File: config.mk
export PLATFORM = sky130hd
export DESIGN_NAME = adapt_peak_detector
export DESIGN_NICKNAME = d
export VERILOG_FILES = /design/src/rtl/apd_pkg.sv /design/src/rtl/apd_smooth_stage.sv /design/src/rtl/apd_level_tracker.sv /design/src/rtl/apd_peak_stage.sv /design/src/rtl/adapt_peak_detector.sv
export SDC_FILE = /design/constraint.sdc
export NUM_CORES = 1
export LEC_CHECK = 0
export ABC_AREA = 0
export BUFFER_PORTS_ARGS = -buffer_cell sky130_fd_sc_hd__buf_2
export CAP_MARGIN = 15
export CORE_MARGIN = 4
export CORE_UTILIZATION = 36
export CTS_CLUSTER_SIZE = 10
export DETAILED_ROUTE_END_ITERATION = 6
export HOLD_SLACK_MARGIN = 0.12
export MAX_ROUTING_LAYER = met4
export SLEW_MARGIN = 0
export SYNTH_ARGS = -nofsm -noshare
export SYNTH_HDL_FRONTEND = slang
export SYNTH_SLANG_ARGS = --single-unit
File: constraint.sdc
create_clock -name clk -period 5.2 [get_ports clk]
set_input_delay 0.78 -clock clk [delete_from_list [all_inputs] [get_ports clk]]
set_output_delay 0.78 -clock clk [all_outputs]
set_load 0.005 [all_outputs]
File: src/rtl/apd_pkg.sv
package apd_pkg;
  localparam int unsigned NUM_REFS   = 4;
  localparam int unsigned NUM_BANDS  = NUM_REFS + 1;
  localparam int unsigned BAND_W     = 3;
  localparam logic [BAND_W-1:0] RESET_BAND = 3'd2;

  // 1-2-1 kernel with floor divide by four
  function automatic int unsigned smooth3(int unsigned l, int unsigned c, int unsigned r);
    return (l + 2 * c + r) >> 2;
  endfunction

  // centre must clear the threshold, tie or beat the left, beat the right
  function automatic logic peak_test(int unsigned c, int unsigned l, int unsigned r,
                                     int unsigned thr);
    return (c > thr) && (c >= l) && (c > r);
  endfunction
endpackage

File: src/rtl/apd_smooth_stage.sv
module apd_smooth_stage
  import apd_pkg::*;
#(
  parameter int PIX_W   = 8,
  parameter int ROW_LEN = 64,
  localparam int COL_W  = $clog2(ROW_LEN)
) (
  input  logic             clk,
  input  logic             rst_n,
  input  logic             in_valid,
  input  logic [PIX_W-1:0] in_pix,
  input  logic [COL_W-1:0] in_col,
  output logic             sm_fire,
  output logic [PIX_W-1:0] sm_val,
  output logic [COL_W-1:0] sm_col
);
  localparam logic [COL_W-1:0] LAST_COL = COL_W'(ROW_LEN - 1);

  logic [PIX_W-1:0] x1, x2;
  logic             a_v;
  logic [COL_W-1:0] a_col;
  logic [PIX_W-1:0] left_px, right_px;

  always_comb begin
    sm_fire  = a_v && (in_valid || a_col == LAST_COL);
    left_px  = (a_col == '0) ? x1 : x2;
    right_px = (a_col == LAST_COL) ? x1 : in_pix;
    sm_val   = PIX_W'(smooth3(32'(left_px), 32'(x1), 32'(right_px)));
    sm_col   = a_col;
  end

  always_ff @(posedge clk or negedge rst_n) begin
    if (!rst_n) begin
      x1    <= '0;
      x2    <= '0;
      a_v   <= 1'b0;
      a_col <= '0;
    end else if (in_valid) begin
      x2    <= x1;
      x1    <= in_pix;
      a_v   <= 1'b1;
      a_col <= in_col;
    end else if (a_v && a_col == LAST_COL) begin
      a_v   <= 1'b0;
    end
  end

  AST_SMOOTH_BOUNDED: assert property (@(posedge clk) disable iff (!rst_n)
    sm_fire |-> ((sm_val <= x1 || sm_val <= left_px || sm_val <= right_px) &&
                 (sm_val >= x1 || sm_val >= left_px || sm_val >= right_px)));
endmodule

File: src/rtl/apd_level_tracker.sv
module apd_level_tracker
  import apd_pkg::*;
#(
  parameter int PIX_W   = 8,
  parameter int ROW_LEN = 64,
  localparam int COL_W  = $clog2(ROW_LEN),
  localparam int ACC_W  = PIX_W + COL_W + 1
) (
  input  logic                      clk,
  input  logic                      rst_n,
  input  logic                      in_valid,
  input  logic [PIX_W-1:0]          in_pix,
  input  logic                      first_px,
  input  logic                      last_px,
  input  logic                      row_sample,
  input  logic [NUM_REFS*PIX_W-1:0] ref_levels,
  output logic [BAND_W-1:0]         band_pend
);
  logic             samp_q;
  logic [ACC_W-1:0] acc, acc_next;
  logic [PIX_W-1:0] avg;
  logic             in_samp;
  logic             sample_end;
  logic [NUM_REFS-1:0] above;

  always_comb begin
    in_samp    = first_px ? row_sample : samp_q;
    acc_next   = (first_px ? '0 : acc) + ACC_W'(in_pix);
    avg        = PIX_W'(acc_next / ACC_W'(ROW_LEN));
    sample_end = in_valid && last_px && in_samp;
  end

  for (genvar g = 0; g < NUM_REFS; g++) begin : g_ref
    assign above[g] = avg > ref_levels[g*PIX_W +: PIX_W];
  end

  always_ff @(posedge clk or negedge rst_n) begin
    if (!rst_n) begin
      samp_q    <= 1'b0;
      acc       <= '0;
      band_pend <= RESET_BAND;
    end else if (in_valid) begin
      acc <= acc_next;
      if (first_px) samp_q <= row_sample;
      if (sample_end) band_pend <= BAND_W'($countones(above));
    end
  end

  AST_BAND_ONLY_AT_SAMPLE_END: assert property (@(posedge clk) disable iff (!rst_n)
    !$stable(band_pend) |-> $past(sample_end));
  AST_MARKER_ONLY_AT_FIRST: assert property (@(posedge clk) disable iff (!rst_n)
    !$stable(samp_q) |-> $past(in_valid && first_px));
endmodule

File: src/rtl/apd_peak_stage.sv
module apd_peak_stage
  import apd_pkg::*;
#(
  parameter int PIX_W   = 8,
  parameter int ROW_LEN = 64,
  localparam int COL_W  = $clog2(ROW_LEN)
) (
  input  logic                       clk,
  input  logic                       rst_n,
  input  logic                       sm_fire,
  input  logic [PIX_W-1:0]           sm_val,
  input  logic [COL_W-1:0]           sm_col,
  input  logic [BAND_W-1:0]          band_pend,
  input  logic [NUM_BANDS*PIX_W-1:0] band_thr,
  output logic                       peak_valid,
  output logic                       peak_flag
);
  localparam logic [COL_W-1:0] LAST_COL = COL_W'(ROW_LEN - 1);

  logic [PIX_W-1:0]  s1, s2;
  logic              b_v;
  logic [COL_W-1:0]  b_col;
  logic [BAND_W-1:0] band_act;
  logic [PIX_W-1:0]  lnb, rnb, thr;
  logic              pk_fire, hit, row_last_out;

  always_comb begin
    pk_fire      = b_v && (sm_fire || b_col == LAST_COL);
    lnb          = (b_col == '0) ? s1 : s2;
    rnb          = (b_col == LAST_COL) ? s1 : sm_val;
    thr          = band_thr[band_act*PIX_W +: PIX_W];
    hit          = peak_test(32'(s1), 32'(lnb), 32'(rnb), 32'(thr));
    row_last_out = pk_fire && b_col == LAST_COL;
  end

  always_ff @(posedge clk or negedge rst_n) begin
    if (!rst_n) begin
      s1         <= '0;
      s2         <= '0;
      b_v        <= 1'b0;
      b_col      <= '0;
      band_act   <= RESET_BAND;
      peak_valid <= 1'b0;
      peak_flag  <= 1'b0;
    end else begin
      peak_valid <= pk_fire;
      peak_flag  <= pk_fire && hit;
      if (sm_fire) begin
        s2    <= s1;
        s1    <= sm_val;
        b_v   <= 1'b1;
        b_col <= sm_col;
      end else if (b_v && b_col == LAST_COL) begin
        b_v   <= 1'b0;
      end
      if (row_last_out) band_act <= band_pend;
    end
  end

  AST_LAST_NEVER_PEAK: assert property (@(posedge clk) disable iff (!rst_n)
    row_last_out |=> !peak_flag);
  AST_BAND_AT_ROW_EDGE: assert property (@(posedge clk) disable iff (!rst_n)
    !$stable(band_act) |-> $past(row_last_out));
endmodule

File: src/rtl/adapt_peak_detector.sv
module adapt_peak_detector
  import apd_pkg::*;
#(
  parameter int PIX_W   = 8,
  parameter int ROW_LEN = 64
) (
  input  logic                       clk,
  input  logic                       rst_n,
  input  logic                       pix_valid,
  input  logic [PIX_W-1:0]           pix_data,
  input  logic                       row_sample,
  input  logic [NUM_REFS*PIX_W-1:0]  ref_levels,
  input  logic [NUM_BANDS*PIX_W-1:0] band_thr,
  output logic                       peak_valid,
  output logic                       peak_flag
);
  localparam int COL_W = $clog2(ROW_LEN);
  localparam logic [COL_W-1:0] LAST_COL = COL_W'(ROW_LEN - 1);

  logic [COL_W-1:0]  col_cnt;
  logic              first_px, last_px;
  logic              sm_fire;
  logic [PIX_W-1:0]  sm_val;
  logic [COL_W-1:0]  sm_col;
  logic [BAND_W-1:0] band_pend;

  assign first_px = (col_cnt == '0);
  assign last_px  = (col_cnt == LAST_COL);

  always_ff @(posedge clk or negedge rst_n) begin
    if (!rst_n)         col_cnt <= '0;
    else if (pix_valid) col_cnt <= last_px ? '0 : col_cnt + 1'b1;
  end

  apd_smooth_stage #(.PIX_W(PIX_W), .ROW_LEN(ROW_LEN)) u_smooth (
    .clk(clk), .rst_n(rst_n), .in_valid(pix_valid), .in_pix(pix_data), .in_col(col_cnt),
    .sm_fire(sm_fire), .sm_val(sm_val), .sm_col(sm_col)
  );

  apd_level_tracker #(.PIX_W(PIX_W), .ROW_LEN(ROW_LEN)) u_level (
    .clk(clk), .rst_n(rst_n), .in_valid(pix_valid), .in_pix(pix_data),
    .first_px(first_px), .last_px(last_px), .row_sample(row_sample),
    .ref_levels(ref_levels), .band_pend(band_pend)
  );

  apd_peak_stage #(.PIX_W(PIX_W), .ROW_LEN(ROW_LEN)) u_peak (
    .clk(clk), .rst_n(rst_n), .sm_fire(sm_fire), .sm_val(sm_val), .sm_col(sm_col),
    .band_pend(band_pend), .band_thr(band_thr),
    .peak_valid(peak_valid), .peak_flag(peak_flag)
  );

  AST_RESULT_FOLLOWS_PIXEL: assert property (@(posedge clk) disable iff (!rst_n)
    $past(pix_valid, 3) |-> peak_valid);
  AST_NO_SPURIOUS_RESULT: assert property (@(posedge clk) disable iff (!rst_n)
    peak_valid |-> $past(pix_valid, 3));
endmodule

==> results of run 1 <==
[sequential cells by signal (all words and copies together) (netlist names)]
name,flops
u_level.acc,14
u_peak.b_v,1
u_peak.peak_flag,1
u_level.band_pend,3
u_smooth.x1,8
u_smooth.sm_col,6
u_peak.peak_valid,1
u_peak.band_act,3
u_smooth.x2,8
u_smooth.a_v,1
u_peak.s1,8
col_cnt,6
u_peak.s2,8
u_level.samp_q,1
u_peak.b_col,6
[cells by family after synthesis]
group                      count (synthesis)  synth area share (%)
DFF                                       75                  31.3
and+or+nand+nor                          168                  14.0
xor gates and xnor gates                  16                  2.33
AOI/OAI and AO/OA                        136                  14.5
adders and majority gates                 86                  19.1
buffers and inverters                     66                  4.16
muxes                                     80                  14.5
[worst max-delay path, delay by kind of cell (launching register included)]
family / cells / cell delay, ns
xor+xnor: 1 / 0.14
flops: 1 / 0.40
fa+ha+maj: 6 / 1.80
simple gates: 5 / 1.01
mux: 1 / 0.27
compound gates: 7 / 1.19
[power by group through the flow]
| stage | logic, W | clock network [W] | registers [W] |
|---|---|---|---|
| 5_1_grt | 0.00270 | 0.000722 | 0.00102 |
| 3_3_place_gp | 0.00217 | 0 | 0.000970 |
| 6_report | 0.00235 | 0.000678 | 0.000982 |
| 3_5_place_dp | 0.00228 | 0 | 0.000982 |
| 4_1_cts | 0.00233 | 0.000696 | 0.000973 |
| 2_1_floorplan | 0.00168 | 0 | 0.000934 |
[layer usage]
| layer | GRT usage [%] | vias to the layer above |
|---|---|---|
| li1 | - | 2432 |
| met1 | 19.3 | 2323 |
| met2 | 27.5 | 99 |
| met3 | 3.36 | 17 |
| met4 | 3.27 | 0 |
| met5 | - | - |
[path summary, 6_finish.rpt]
check | depth (start not counted) | slack, ns | from | to
max | 20 | 0.33 | col_cnt[4]$_DFFE_PN0P_ | u_level.band_pend[1]$_DFFE_PN1P_
min | 1 | 0.32 | rst_n | u_peak.s2[3]$_DFFE_PN0P_
max reg2reg | 20 | 0.33 | col_cnt[4]$_DFFE_PN0P_ | u_level.band_pend[1]$_DFFE_PN1P_
min reg2reg | 2 | 0.47 | u_level.acc[6]$_DFFE_PN0P_ | u_level.acc[6]$_DFFE_PN0P_
max in group asynchronous | 3 | 3.89 | rst_n | u_level.band_pend[1]$_DFFE_PN1P_
min in group clk | 2 | 0.47 | u_level.acc[6]$_DFFE_PN0P_ | u_level.acc[6]$_DFFE_PN0P_
[stage by stage]
stage	cells	utilization, %	power, W	hold slack [ns]
after floorplan	627	-	0.00262	0.442
after global placement	924	41.8	0.00314	0.458
after detailed placement	924	41.8	0.00327	0.463
after CTS	940	43.8	0.00400	0.478
after global routing	941	44.3	0.00444	0.331
final	941	44.3	0.00401	0.320
[placed cells by master, fill, tap and decap left out, types with 5 or more instances in the layout]
| cell | count |
|---|---|
| and2_1 | 13 |
| buf_4 | 11 |
| mux2_2 | 47 |
| buf_2 | 85 |
| and3_1 | 8 |
| xnor2_1 | 10 |
| nand2b_1 | 5 |
| inv_1 | 51 |
| mux2i_1 | 32 |
| nor2_1 | 30 |
| o21ai_0 | 34 |
| fa_1 | 9 |
| o22a_1 | 7 |
| nand3_1 | 9 |
| nor2b_1 | 10 |
| dfrtp_1 | 72 |
| clkbuf_16 | 9 |
| a21o_1 | 13 |
| a21oi_1 | 34 |
| o21a_1 | 12 |
| nand4_1 | 9 |
| nand2_1 | 64 |
| ha_1 | 76 |
[final cells by class]
| cell class | instances | area, um2 |
|---|---|---|
| Clock inverter | 4 | 73.8 |
| Clock buffer | 12 | 246 |
| Inverter | 51 | 191 |
| Sequential cell | 75 | 1880 |
| Timing Repair Buffer | 97 | 528 |
| Multi-Input combinational cell | 486 | 3940 |
| Fill cell | 1568 | 8980 |
| Tap cell | 216 | 270 |
[timing repair]
item                       CTS  global route
gates resized for setup      2            12
pin swaps                    0             4
setup endpoints to repair    2             3
==> implementation parameters, run 1 <==
Parameter                              Value

STA
  Setup TNS after final layout    0 ns
  Maximum operating frequency    around 210 MHz
  Number of endpoints with negative hold slack in the final report    0
  Final setup violation count    0
  Slew Viols, Final    0
  Final setup slack of the worst path    0.331 ns
  Clock Skews    between 0.004 and 0.005 ns
  Max-slew headroom at the worst pin    37.8%
  Minimum period implied by the final worst setup slack    4.87 ns
  Final period utilization    a little over nine tenths
  Worst slew pin tran    0.933 ns
  Unrepaired setup endpoints after global routing    false

Route
  Router iterations before antenna repair    5
  Met2 WL    6890 um
  Vias/cell    5.18
  Vias    about 4900
  Starting DRC count in detailed routing    approximately 230
  Routed length on met1    6280 um
  Number of routed nets with antenna violations    0
  Topmost layer with routed signal wires    met4
  Routed length on met3    between 700 and 800 um
  DRC violation count after routing    0
  Average detailed-routed wire length per instance    14.9 um
  Total routed wirelength    between 10000 and 15000 um

Cells and area
  Final design area excluding fillers    ~0.007 mm2
  Antenna diode instance count    0
  Area growth from synthesis to final layout    18.6%
  Share of cells above drive strength 1    around a quarter
  Final net count    ~900

Worst setup path
  Endpoint class of the critical path    flip-flop
  Data arrival time of the critical path    5.14 ns
  Required arrival time at the worst endpoint    ~5.5 ns
  CP Launch Type    flip-flop
  Largest fanout on the critical path    4
  Cell seen most often among critical-path stages    ha_1
  CP Cell Sequence    nor4_4, nand2_2, and2_1, ha_1, fa_2, a21oi_2, o21ai_0, o31a_1, and3_1, xnor2_1, nor2_2, ha_1, a21o_1, a21oi_1, a22o_1, a21oi_1, ha_1, ha_1, fa_1, mux2_2
  Cell at the slowest stage of the critical path    fa_1
  Slowest Stage Delay on Critical Path    roughly 0.43 ns
  Kind of critical path    flip-flop to flip-flop

Yosys
  Part of the Yosys area used for sequential elements    a little under a third
  Fraction of registers with async set/reset    100%
  Avg Inst Size Synth    9.59 um2
  Synthesized flop and latch total    75
  Synthesized Nets    roughly 800
  Most area-consuming cells after synthesis    dfrtp_1, ha_1, mux2_2, mux2i_1, nand2_1
  EDFF count, synth    0
  Post-synth design cell area    around 0.0060 mm2
  Warnings from Yosys    0
  Mapped Cells    roughly 630
  Library cell with the largest summed area after synthesis    dfrtp_1
  Top_reg_cell synth    dfrtp_1
  Netlist cell types    between 50 and 60
  Synth top area share    30.4%
  Cell types with the highest counts after synthesis    ha_1, dfrtp_1, nand2_1
  Cell with the most instances after synthesis    ha_1

Clock tree
  Root Driver    clkbuf_16
  CTS clk-pin slew, worst paths    approximately 0.060 ns
  Buffer count from post-CTS setup fixing    0
  Clock Path Buffers    2
  Total number of clock tree sinks    75
  Total number of H-tree levels    3
  Clock latency reported for the late side of the worst-skew pair    between 0.3 and 0.4 ns
  Cts bufs inserted    9
  CTS Hold Buffers Added    0
  TritonCTS clock tree    done

Pwr
  Power per unit of standard cell area    around 560 mW/mm2
  Cell leakage power    3.51 nW
  Worst supply voltage drop on vdd    around 0.23 mV
  Power spent charging and discharging nets    about 0.0017 W
  Clock network fraction of total power    roughly 17%
  Logic pwr share    about three fifths
  Proportion of total power due to net switching    between 40% and 50%
  Sequential power share    about a quarter
  Internal cell power    between 0.002 and 0.0025 W

Outcome
  Status    finished clean

Die
  Initial core utilization    a little under two fifths
  Floorplan die width    about 140 um
  Die height    about 140 um
  Placement row count    46
  # IOs    86
  Die Footprint    around 0.019 mm2
  Standard cell core area    approximately 0.016 mm2

Worst hold path
  Worst Hold Class    input port to async pin

Placed design
  Count of buffers inserted at the top-level ports    85
  Total placed instance area    between 0.006 and 0.007 mm2
  Setup slack at placement    approximately 0.004 ns
  HPWL Detailed    11100 um
  Global placer's final weighted congestion    approximately 0.83

Global route
  Aggregate global routing overflow    0
  Antenna violations before repair    0
  Maximum number of pins on one net before global-route repair    48
  All-layer global routing usage    15.9%
  Number of global-route vias before repair    slightly below 5000
  Wire length of the first global-routing pass    between 20000 and 25000 um

Job
  Max Cap Violations    0
Power figures use the tool's default switching activity.
==> run 2, diff against run 1 <==
Settings changed: RECOVER_POWER set to 25.
==> implementation parameters, run 2 (synthesis gave the netlist of run 1 again) <==
Parameter                              Value

Worst setup path
  CP Cell Sequence    nor4_4, nand2_2, and2_1, ha_1, fa_2, a21oi_2, o21ai_0, o31a_1, and3_1, xnor2_1, nor2_2, ha_1, a21o_1, a21oi_1, a22o_1, a21oi_1, ha_1, ha_1, fa_1, mux2_2
  Slowest Stage Delay on Critical Path    0.43 ns (about the same)
  Largest fanout on the critical path    4 (unchanged)
  CP Launch Type    flip-flop
  Kind of critical path    flip-flop to flip-flop
  WP buf/inv    0 (unchanged)
  Cell seen most often among critical-path stages    ha_1
  Register-to-register path setup slack    0.32 ns (about the same)
  Crit-path leading delay family    adder cells
  Critical path launch point    col_cnt[4]$_DFFE_PN0P_
  Endpoint class of the critical path    flip-flop
  Cell count of the worst reg-to-reg path    20 (unchanged)
  Worst flop-to-flop path endpoint    u_level.band_pend[1]$_DFFE_PN1P_
  Data arrival time of the critical path    5.15 ns (about the same)
  Critical Path Stages    20 (unchanged)
  Cell at the slowest stage of the critical path    fa_1
  Critical path destination    u_level.band_pend[1]$_DFFE_PN1P_
  Required arrival time at the worst endpoint    5.47 ns (about the same)
  Worst R2R Start    col_cnt[4]$_DFFE_PN0P_

STA
  Max-slew headroom at the worst pin    -34.5% (-72 points)
  Minimum period implied by the final worst setup slack    4.88 ns (+0.00817 ns)
  Setup TNS after final layout    0 ns (unchanged)
  Number of endpoints with negative hold slack in the final report    0 (unchanged)
  Worst slew pin tran    2.02 ns (+1.08 ns)
  Clock Skews    0.00480 ns (+0.00000508 ns)
  Unrepaired setup endpoints after global routing    false
  Maximum operating frequency    205 MHz (-0.17%)
  Slew Viols, Final    37 (+37)
  Final setup violation count    0 (unchanged)
  Final-layout worst hold slack    0.442 ns (+0.122 ns)
  Final period utilization    93.8% (+0.16 points)

Global route
  Maximum number of pins on one net before global-route repair    48 (unchanged)
  All-layer global routing usage    15.9% (unchanged)
  Number of global-route vias before repair    4975 (unchanged)
  Wire length of the first global-routing pass    23400 um (unchanged)
  Antenna violations before repair    0 (unchanged)
  Aggregate global routing overflow    0 (unchanged)

Clock tree
  Root Driver    clkbuf_16
  Cts bufs inserted    9 (unchanged)
  CTS clk-pin slew, worst paths    0.06 ns (about the same)
  Clock Path Buffers    2 (unchanged)
  Buffer count from post-CTS setup fixing    0 (unchanged)
  Total number of clock tree sinks    75 (unchanged)
  Clock latency reported for the late side of the worst-skew pair    0.35 ns (about the same)
  TritonCTS clock tree    done
  Total number of H-tree levels    3 (unchanged)

Die
  Floorplan die width    137 um (unchanged)
  Die height    137 um (unchanged)
  # IOs    86 (unchanged)
  Die Footprint    0.0188 mm2 (unchanged)
  Initial core utilization    37.3% (unchanged)
  Standard cell core area    0.0161 mm2 (unchanged)
  Placement row count    46 (unchanged)

Route
  Router iterations before antenna repair    4 (-1)
  Average detailed-routed wire length per instance    15.0 um (+0.22%)
  Vias/cell    5.19 (+0.18%)
  Vias    4880 (+0.18%)
  Starting DRC count in detailed routing    217 (-5.2%)
  Number of routed nets with antenna violations    0 (unchanged)
  Total routed wirelength    14100 um (+0.22%)
  DRC violation count after routing    0 (unchanged)

Outcome
  Violations in the final reports    max-capacitance violations, max-slew violations
  Status    complete, but fails checks

Placed design
  Count of buffers inserted at the top-level ports    85 (unchanged)
  Global placer's final weighted congestion    0.831 (unchanged)
  Number of placed instances with taps included    924 (unchanged)
  HPWL Detailed    11100 um (unchanged)

Job
  Max Cap Violations    1 (+1)

Cells and area
  Register ranked first by flip-flop count    u_level.acc
  Final net count    890 (unchanged)
  Area growth from synthesis to final layout    18.3%
  Flip-flop count of the largest register after layout    14 (unchanged)
  Count of non-filler cells in the finished layout    941 (unchanged)
  Leading cell types in the layout, fill and taps excluded    buf_2, ha_1, dfrtp_1
  Antenna diode instance count    0 (unchanged)
  Commonest non-fill, non-tap cell in the layout    buf_2
  Share of cells above drive strength 1    24.8% (-0.28 points)

Pwr
  Worst supply voltage drop on vdd    0.228 mV (about the same)
  Cell leakage power    3.50 nW (-0.31%)
  Power per unit of standard cell area    564 mW/mm2 (+0.26%)

Worst hold path
  Worst Hold Class    input port to async pin
[run 2: cell types whose count changed in the layout (fill, tap and decap cells not counted)]
| cell | delta |
|---|---|
| clkbuf_1 | +2 |
| buf_2 | -1 |
| buf_12 | -1 |
[run 2: power breakdown]
| part | total [W] | leakage, nW | internal [W] | switching [W] |
|---|---|---|---|---|
| logic | 0.00235 | 2.44 | 0.00112 | 0.00123 |
| registers | 0.000983 | 0.899 | 0.000782 | 0.000201 |
| clock network | 0.000678 | 0.157 | 0.000433 | 0.000245 |
| total | 0.00401 | 3.50 | 0.00234 | 0.00167 |
[run 2: cell type report]
| cell class | count | area (um2) |
|---|---|---|
| sequential | 75 | 1880 |
| clock buffer | 12 | 246 |
| inverter | 51 | 191 |
| fill | 1572 | 9000 |
| multi-input combinational | 486 | 3940 |
| clock inverter | 4 | 73.8 |
| timing repair buffer | 97 | 510 |
| tap | 216 | 270 |
[run 2: worst min path at each step]
stage / depth (start not counted) / endpoint / from
floorplan: 2 / u_level.acc[4]$_DFFE_PN0P_ / u_level.acc[4]$_DFFE_PN0P_
global placement: 2 / u_peak.s2[4]$_DFFE_PN0P_ / u_peak.s2[4]$_DFFE_PN0P_
detailed placement: 2 / u_peak.s2[7]$_DFFE_PN0P_ / u_peak.s2[7]$_DFFE_PN0P_
CTS: 2 / u_peak.s2[7]$_DFFE_PN0P_ / u_peak.s2[7]$_DFFE_PN0P_
global route: 1 / u_peak.s2[3]$_DFFE_PN0P_ / rst_n
finish: 1 / u_peak.s2[3]$_DFFE_PN0P_ / rst_n
[run 2: what timing repair did]
action	4_1_cts	5_1_grt
hold buffers	0	0
gates resized for setup	2	12
pin swaps	0	4
setup endpoints to repair	2	3
[run 2: per-stage QoR]
stage	utilization, %	setup slack (ns)	power, W	area, um2
6_report	44.1	0.323	0.00401	7110
2_1_floorplan	-	0.284	0.00262	6010
3_5_place_dp	41.8	0.00400	0.00327	6740
4_1_cts	43.8	0.00473	0.00400	7070
3_3_place_gp	41.8	0.136	0.00314	6740
5_1_grt	44.1	0.0466	0.00444	7110
[run 2: worst reg2reg max path: cells and delay by family, from the launching register on]
kind,cells,cell delay [ns]
adder cells (fa/ha/maj),6,1.80
XOR/XNOR,1,0.14
multiplexers,1,0.27
AO/OA/AOI/OAI,7,1.19
flip-flops,1,0.40
AND/OR/NAND/NOR,5,1.02
[run 2: routing by layer]
layer | part of all wire [%] | vias to the layer above | track usage, %
met1 | 45 | 2332 | 19.3
met4 | 1.1 | 0 | 3.27
met2 | 49 | 100 | 27.5
li1 | - | 2431 | -
met3 | 4.7 | 17 | 3.36
met5 | 0 | - | -
==> run 3, diff against run 2 <==
Settings changed: REMOVE_ABC_BUFFERS set to 1.
==> implementation parameters, run 3 (synthesis gave the netlist of run 1 again) <==
Parameter                              Value

Outcome
  Status    finished clean

Cells and area
  Flip-flop count of the largest register after layout    14 (unchanged)
  Commonest non-fill, non-tap cell in the layout    buf_2
  Leading cell types in the layout, fill and taps excluded    buf_2, ha_1, dfrtp_1
  Register ranked first by flip-flop count    u_level.acc
  Final design area excluding fillers    0.00709 mm2 (-0.40%)
  Share of the core filled with cells    44.0% (-0.18 points)
  Area growth from synthesis to final layout    17.9%
  Antenna diode instance count    0 (unchanged)
  Share of cells above drive strength 1    24.7% (-0.17 points)
  Final net count    887 (-0.34%)

Route
  Topmost layer with routed signal wires    met4
  Total routed wirelength    13600 um (-3.1%)
  Average detailed-routed wire length per instance    14.5 um (-2.8%)
  Vias/cell    5.14 (-0.85%)
  Routed length on met3    563 um (-15%)
  Vias    4823 (-1.2%)
  Starting DRC count in detailed routing    232 (+6.9%)
  DRC violation count after routing    0 (unchanged)
  Met2 WL    6600 um (-4.4%)
  Number of routed nets with antenna violations    0 (unchanged)
  Router iterations before antenna repair    4 (unchanged)
  Routed length on met1    6320 um (-0.32%)

Global route
  All-layer global routing usage    15.4% (-0.55 points)
  Maximum number of pins on one net before global-route repair    76 (+58%)
  Number of global-route vias before repair    4833 (-2.9%)
  Wire length of the first global-routing pass    22700 um (-2.9%)
  Antenna violations before repair    0 (unchanged)
  Aggregate global routing overflow    0 (unchanged)

STA
  Final period utilization    95.4% (+1.6 points)
  Slew Viols, Final    0 (-100%)
  Minimum period implied by the final worst setup slack    4.96 ns (+0.0843 ns)
  Clock Skews    0.00870 ns (+0.00390 ns)
  Max-slew headroom at the worst pin    36.1% (+71 points)
  Final setup violation count    0 (unchanged)
  Final setup slack of the worst path    0.239 ns (-0.0843 ns)
  Number of endpoints with negative hold slack in the final report    0 (unchanged)
  Final-layout worst hold slack    0.478 ns (+0.0359 ns)
  Maximum operating frequency    202 MHz (-1.7%)
  Worst slew pin tran    0.959 ns (-1.06 ns)

Die
  Standard cell core area    0.0161 mm2 (unchanged)
  Floorplan die width    137 um (unchanged)
  Die height    137 um (unchanged)
  Die Footprint    0.0188 mm2 (unchanged)
  Initial core utilization    37.3% (unchanged)
  Placement row count    46 (unchanged)
  # IOs    86 (unchanged)

Clock tree
  Cts bufs inserted    9 (unchanged)
  Clock Path Buffers    2 (unchanged)
  Total number of H-tree levels    3 (unchanged)
  Clock latency reported for the late side of the worst-skew pair    0.34 ns (about the same)
  Root Driver    clkbuf_16
  TritonCTS clock tree    done
  CTS clk-pin slew, worst paths    0.07 ns (about the same)
  Total number of clock tree sinks    75 (unchanged)

Job
  Max Cap Violations    0 (-1)

Placed design
  Setup slack at placement    -0.0134 ns (-0.0174 ns)
  Count of buffers inserted at the top-level ports    85 (unchanged)
  Total placed instance area    0.00672 mm2 (-0.30%)
  HPWL Detailed    10700 um (-3.3%)
  Global placer's final weighted congestion    0.837 (+0.73%)

Worst setup path
  Required arrival time at the worst endpoint    5.47 ns (about the same)
  Worst R2R Start    col_cnt[2]$_DFFE_PN0P_
  Largest fanout on the critical path    4 (unchanged)
  Endpoint class of the critical path    flip-flop
  Data arrival time of the critical path    5.23 ns (+0.08 ns)
  CP Launch Type    flip-flop
  Critical path launch point    col_cnt[2]$_DFFE_PN0P_
  Kind of critical path    flip-flop to flip-flop

Worst hold path
  Worst Hold Class    flip-flop to flip-flop
  Start point of the worst min-delay path    u_peak.s2[7]$_DFFE_PN0P_

Pwr
  Cell leakage power    3.47 nW (-0.61%)
  Worst supply voltage drop on vdd    0.217 mV (-4.7%)
  Power per unit of standard cell area    552 mW/mm2 (-2.2%)
==> run 3: report_power, final <==
part	internal [W]	switching (W)	leakage (nW)	total [W]
clock	0.000390	0.000262	0.154	0.000652
combinational	0.00109	0.00118	2.42	0.00227
sequential	0.000782	0.000203	0.899	0.000985
==> run 3: path summary, 6_finish.rpt <==
check	to	slack (ns)	cells after the start
worst min-delay path	u_peak.s2[7]$_DFFE_PN0P_	0.48	2
max in group asynchronous	col_cnt[3]$_DFFE_PN0P_	3.95	1
worst min register to register	u_peak.s2[7]$_DFFE_PN0P_	0.48	2
worst max register to register	u_level.band_pend[1]$_DFFE_PN1P_	0.24	20
worst max-delay path	u_level.band_pend[1]$_DFFE_PN1P_	0.24	20
min in group asynchronous	u_peak.s1[0]$_DFFE_PN0P_	0.58	1
==> run 3: metal layers <==
metal	GRT usage [%]	vias to the layer above
li1	-	2433
met1	19.3	2290
met2	25.8	87
met3	2.56	13
met4	4.05	0
met5	-	-
==> run 3: per-stage QoR <==
step           total power [W]  setup TNS (ns)  cells
3_5_place_dp           0.00321         -0.0134    921
6_report               0.00391               0    938
3_3_place_gp           0.00310               0    921
5_1_grt                0.00433         -0.0125    938
4_1_cts                0.00392               0    937
2_1_floorplan          0.00261               0    612
==> run 3: area by class of cell <==
type	count	area, um2
Timing Repair Buffer	94	490
Sequential cell	75	1880
Fill cell	1601	9030
Clock buffer	10	239
Multi-Input combinational cell	486	3940
Inverter	51	191
Clock inverter	6	70.1
Tap cell	216	270
==> run 3: repair_timing <==
action,4_1_cts,5_1_grt
pin swaps,0,3
buffers inserted,0,1
setup endpoints to repair,1,2
gates resized for setup,3,9
hold buffers,0,0
endpoints found under the hold margin,0,0
==> run 3: critical path: stages (launching register included) <==
cell	delay [ns]
dfrtp_1	0.41
nor4_4	0.32
nand2_2	0.11
and2_1	0.17
ha_1	0.21
fa_2	0.37
a21oi_2	0.16
o21ai_0	0.13
o31a_1	0.31
and3_1	0.20
xnor2_1	0.14
nor2_2	0.27
ha_1	0.31
a21o_1	0.18
a21oi_1	0.19
a22o_1	0.15
a21oi_1	0.04
ha_1	0.30
ha_1	0.20
fa_1	0.44
mux2_2	0.27
